==> src/rtl/burst_seq_pkg.sv <==
package burst_seq_pkg;
    localparam int ADDR_W  = 21;
    localparam int LAT_W   = 3;
    localparam int LAT_MIN = 2;

    typedef enum logic [1:0] {
        ST_IDLE  = 2'd0,
        ST_WAIT  = 2'd1,
        ST_BURST = 2'd2
    } seq_state_e;

    typedef enum logic [1:0] {
        BM_CONT = 2'b00,
        BM_W8   = 2'b01,
        BM_W16  = 2'b10,
        BM_W32  = 2'b11
    } burst_mode_e;

    typedef struct packed {
        logic [ADDR_W-1:0] addr;
        burst_mode_e       mode;
    } burst_ctx_t;

    function automatic logic [ADDR_W-1:0] wrap_mask(input burst_mode_e m);
        case (m)
            BM_W8:   return ADDR_W'(7);
            BM_W16:  return ADDR_W'(15);
            BM_W32:  return ADDR_W'(31);
            default: return '1;
        endcase
    endfunction

    function automatic logic [ADDR_W-1:0] step_addr(input logic [ADDR_W-1:0] a,
                                                    input burst_mode_e m);
        logic [ADDR_W-1:0] msk;
        logic [ADDR_W-1:0] inc;
        msk = wrap_mask(m);
        inc = a + 1'b1;
        return (a & ~msk) | (inc & msk);
    endfunction

    function automatic logic [LAT_W-1:0] clamp_lat(input logic [LAT_W-1:0] l);
        return (l < LAT_W'(LAT_MIN)) ? LAT_W'(LAT_MIN) : l;
    endfunction
endpackage

==> src/rtl/burst_seq_edge.sv <==
module burst_seq_edge (
    input  logic clk,
    input  logic rst,
    input  logic burst_clk,
    input  logic edge_sel,
    output logic act_edge
);
    logic prev_q;

    always_ff @(posedge clk) begin
        prev_q <= burst_clk;
    end

    always_comb begin
        if (rst)
            act_edge = 1'b0;
        else if (edge_sel)
            act_edge = prev_q & ~burst_clk;
        else
            act_edge = ~prev_q & burst_clk;
    end
endmodule

==> src/rtl/burst_seq_lat.sv <==
module burst_seq_lat
    import burst_seq_pkg::*;
(
    input  logic             clk,
    input  logic             rst,
    input  logic             load,
    input  logic [LAT_W-1:0] lat_cfg,
    input  logic             dec,
    output logic             last
);
    logic [LAT_W-1:0] cnt_q;

    always_ff @(posedge clk) begin
        if (rst)
            cnt_q <= '0;
        else if (load)
            cnt_q <= clamp_lat(lat_cfg);
        else if (dec && cnt_q != '0)
            cnt_q <= cnt_q - 1'b1;
    end

    assign last = (cnt_q == LAT_W'(1));
endmodule

==> src/rtl/burst_seq_addr.sv <==
module burst_seq_addr
    import burst_seq_pkg::*;
(
    input  logic              clk,
    input  logic              rst,
    input  logic              load,
    input  burst_ctx_t        load_ctx,
    input  logic              step,
    output logic [ADDR_W-1:0] addr,
    output burst_mode_e       mode
);
    burst_ctx_t ctx_q;

    always_ff @(posedge clk) begin
        if (rst) begin
            ctx_q.addr <= '0;
            ctx_q.mode <= BM_CONT;
        end else if (load) begin
            ctx_q <= load_ctx;
        end else if (step) begin
            ctx_q.addr <= step_addr(ctx_q.addr, ctx_q.mode);
        end
    end

    assign addr = ctx_q.addr;
    assign mode = ctx_q.mode;
endmodule

==> src/rtl/burst_addr_seq.sv <==
module burst_addr_seq
    import burst_seq_pkg::*;
(
    input  logic              clk,
    input  logic              rst,
    input  logic              burst_clk,
    input  logic              edge_sel,
    input  logic              ce_n,
    input  logic              avd_n,
    input  logic [ADDR_W-1:0] addr_in,
    input  logic [1:0]        mode_in,
    input  logic [LAT_W-1:0]  lat_cfg,
    output logic [ADDR_W-1:0] addr_out,
    output logic              rdy,
    output logic              busy
);
    seq_state_e  state_q;
    logic        act_edge;
    logic        do_load;
    logic        do_dec;
    logic        do_step;
    logic        lat_last;
    burst_mode_e cur_mode;
    burst_ctx_t  new_ctx;

    burst_seq_edge u_edge (
        .clk      (clk),
        .rst      (rst),
        .burst_clk(burst_clk),
        .edge_sel (edge_sel),
        .act_edge (act_edge)
    );

    assign do_load = act_edge & ~ce_n & ~avd_n;
    assign do_dec  = act_edge & ~ce_n & avd_n & (state_q == ST_WAIT);
    assign do_step = act_edge & ~ce_n & avd_n & (state_q == ST_BURST);

    assign new_ctx.addr = addr_in;
    assign new_ctx.mode = burst_mode_e'(mode_in);

    burst_seq_lat u_lat (
        .clk    (clk),
        .rst    (rst),
        .load   (do_load),
        .lat_cfg(lat_cfg),
        .dec    (do_dec),
        .last   (lat_last)
    );

    burst_seq_addr u_addr (
        .clk     (clk),
        .rst     (rst),
        .load    (do_load),
        .load_ctx(new_ctx),
        .step    (do_step),
        .addr    (addr_out),
        .mode    (cur_mode)
    );

    always_ff @(posedge clk) begin
        if (rst || ce_n) begin
            state_q <= ST_IDLE;
        end else if (do_load) begin
            state_q <= ST_WAIT;
        end else if (do_dec && lat_last) begin
            state_q <= ST_BURST;
        end
    end

    assign rdy  = (state_q == ST_BURST);
    assign busy = (state_q != ST_IDLE);
endmodule

==> config.mk <==
export PLATFORM = sky130hd
export DESIGN_NAME = burst_addr_seq
export DESIGN_NICKNAME = d
export VERILOG_FILES = /design/src/rtl/burst_seq_pkg.sv /design/src/rtl/burst_seq_edge.sv /design/src/rtl/burst_seq_lat.sv /design/src/rtl/burst_seq_addr.sv /design/src/rtl/burst_addr_seq.sv
export SDC_FILE = /design/constraint.sdc
export NUM_CORES = 1
export LEC_CHECK = 0
export BUFFER_PORTS_ARGS = -buffer_cell sky130_fd_sc_hd__buf_4
export CAP_MARGIN = 20
export CORE_UTILIZATION = 46
export DETAILED_ROUTE_END_ITERATION = 8
export PLACE_DENSITY = 0.86
export SKIP_LAST_GASP = 1
export SLEW_MARGIN = 15
export SYNTH_ARGS = -nofsm -noshare
export SYNTH_HDL_FRONTEND = slang
export SYNTH_SLANG_ARGS = --single-unit
==> constraint.sdc <==
create_clock -name clk -period 1.65 [get_ports clk]
set_input_delay 0.165 -clock clk [delete_from_list [all_inputs] [get_ports clk]]
set_output_delay 0.165 -clock clk [all_outputs]
set_load 0.01 [all_outputs]
==> flow_summary.toml <==
[synth]
yosys.area.top_type = "dfxtp_1"
syn-num-nets = 267
synth_cells = 229
syn_avg_cell_area_um2 = 7.944
synth-seq-cells = 29
synth-async-reset-ratio_pct = 0
yosysSeqAreaShare_pct = 31.91
ys_types = 50
synthTopCellsByArea = "dfxtp_1 32%, nand2_1 6.2%, nand3_1 4.4%, ha_1 4.1%, a21oi_1 3.9%"
synth_ff_type = "dfxtp_1"
syn_area_mm2 = 0.001819
yosys_warnings = 0
synth-edff-count = 0
synth_top_area_share_pct = 31.91

[status]
failed_checks = "negative setup slack"
outcome = "complete, but fails checks"

[floorplan]
initial_utilization_pct = 48.96
die_w_um = 64.89
io_pins = 55
rows = 22
die-height_um = 64.89
dieArea_mm2 = 0.004210
coreArea_mm2 = 0.003716

[sta]
tightestPinTransition_ns = 0.3992
fin_skew_ns = 0.007103
post-route-period-util_pct = 113.3
max_freq_ghz = 0.5349
rsz0062_at_grt = "yes"
hold_viol = 0
finalWorstSetupSlack_ns = -0.2195
period_needed_ns = 1.869
slew_headroom_pct = 73.21
setup_violations = 19
final_max_slew_viol_count = 0

[critical_path]
cp_data_required_time_ns = 1.86
crit_start = "u_edge.prev_q"
crit_path_max_incr_delay_ns = 0.40
worst_ep_arrival_time_ns = 2.08
crit_path_top_delay_cell = "or3b_4"
timing.rr.start = "u_edge.prev_q"
worst_setup_path_start_kind = "flop"
critPathMaxFanout = 4
crit_chain = "or3b_4, a21boi_4, buf_6, nand3_4, or3_1, a31oi_1"
crit_path_end_kind = "flop"
crit_buf_inv = 1
path_delay_family = "simple AND/OR/NAND/NOR gates"
crit_type = "reg2reg"

[global_routing]
antenna_found_initial = 0
track_usage_pct = 32.68
overflow = 0
grt_pass1_vias = 2202
grt_max_degree = 17
grt_pass1_wl_mm = 10.48

[routing]
via_count = 2510
viasPerCell = 6.307
wirelength_mm = 7.791
firstDrtPassIters = 6
avgRoutedWirePerCell_um = 19.58
drc = 0
antenna_left = 0
drtIter0Drc = 421

[clock_network]
clock-root-buffer = "clkbuf_8"
htree_levels = 2
cts_tree = "built"
cts_sinks = 29
path_clk_slew_ns = 0.07
clock_latency_ns = 0.29
cts_buffers = 5
clockBufferDepth = 2

[final_layout]
final_layout_size_suffix_gt1_share_pct = 51.43
fin_nets = 387
synthToLayoutAreaGrowth_pct = 68.02
mostFrequentLayoutCells = "117 x buf_4, 26 x nand2_1, 16 x dfxtp_1"
fin_area_mm2 = 0.003057
antenna_cells = 0
final_common_cell = "buf_4"

[place]
place_congestion = 0.8638
placed_area_mm2 = 0.002676
numPortBuffers = 54
hpwl_mm = 4.314
place_worst_setup_slack_ns = -0.1710

[hold_path]
hold_class = "in2reg"
min_from = "burst_clk"

[power]
leakagePower_nw = 1.291
peakVddDrop_v = 0.0004885
power.density_mw_per_mm2 = 529.4
p_total_mw = 1.618

[run]
drv_cap = 0
==> final timing paths <==
path                                       end  cells after the start  slack [ns]
worst max-delay path                      flop                      6       -0.22
worst min-delay path             u_edge.prev_q                      1        0.02
worst max register to register            flop                      6       -0.22
worst min register to register  u_addr.mode[1]                      2        0.48
==> Yosys cell counts (3+ instances only) <==
| library cell | count |
|---|---|
| a21o_1 | 3 |
| a21oi_1 | 14 |
| a22oi_1 | 7 |
| a31oi_1 | 5 |
| a32o_1 | 6 |
| buf_2 | 4 |
| clkbuf_1 | 5 |
| dfxtp_1 | 29 |
| ha_1 | 6 |
| inv_1 | 14 |
| nand2_1 | 30 |
| nand3_1 | 16 |
| nand4_1 | 3 |
| nor2_1 | 11 |
| nor2b_1 | 3 |
| nor3_1 | 8 |
| o21ai_0 | 7 |
| o2bb2ai_1 | 3 |
| o31ai_1 | 4 |
| o32ai_1 | 3 |
| or3_1 | 5 |
| xor2_1 | 3 |
==> power by group <==
| part | total (mW) | internal, mW | switching (mW) |
|---|---|---|---|
| Clock | 0.585 | 0.299 | 0.286 |
| Sequential | 0.739 | 0.718 | 0.0208 |
| Combinational | 0.294 | 0.152 | 0.142 |
| Total | 1.62 | 1.17 | 0.449 |
==> repair_timing <==
| item | 4_1_cts | 5_1_grt |
|---|---|---|
| endpoints found under the setup margin | 16 | 21 |
| resized for setup | 25 | 26 |
| pin swaps | 22 | 21 |
| hold buffers | 0 | 0 |
| hold endpoints to repair | 0 | 0 |
| setup buffers | 8 | 8 |
==> cells by family (layout without fill, tap and decap cells) <==
kind of cell,Yosys count,count (layout),synth area share [%]
simple gates,98,98,30.19
flops,29,29,31.91
xor+xnor,3,3,1.445
fa+ha+maj,6,6,4.126
compound gates,68,68,26.48
buf+inv,25,146,5.846
==> per-layer routing <==
metal	vias to the layer above	wire (µm)	global-route usage, %
met5	-	0	0
met4	0	332	16.94
met3	44	827	7.042
met2	218	3707	52.34
met1	1155	2923	40.71
li1	1093	-	-
==> worst register-to-register path, delay by kind of cell (launching register included) <==
kind,cells,cell delay (ns)
buf+inv,1,0.16
flops,1,0.34
simple gates,3,0.89
compound gates,2,0.41
==> layout make-up <==
cell class | count | area [µm²]
sequential | 29 | 601.8
timing repair buffer | 124 | 957.2
tap | 48 | 60.06
fill | 206 | 659.4
clock buffer | 8 | 80.08
inverter | 14 | 52.55
multi-input combinational | 175 | 1305
==> metrics by stage <==
stage                      TNS, ns  utilization, %  hold WS (ns)  cells
final                       -1.894           82.26       0.02441    398
after global routing        -2.886           82.26       0.01687    398
after CTS                  -0.2294           78.28      0.009064    390
after detailed placement   -0.9664           72.02        0.3034    374
after global placement     -0.3988           72.02        0.3022    374
after floorplan           -0.05266               -        0.1927    229
(Power assumes the default switching activity.)
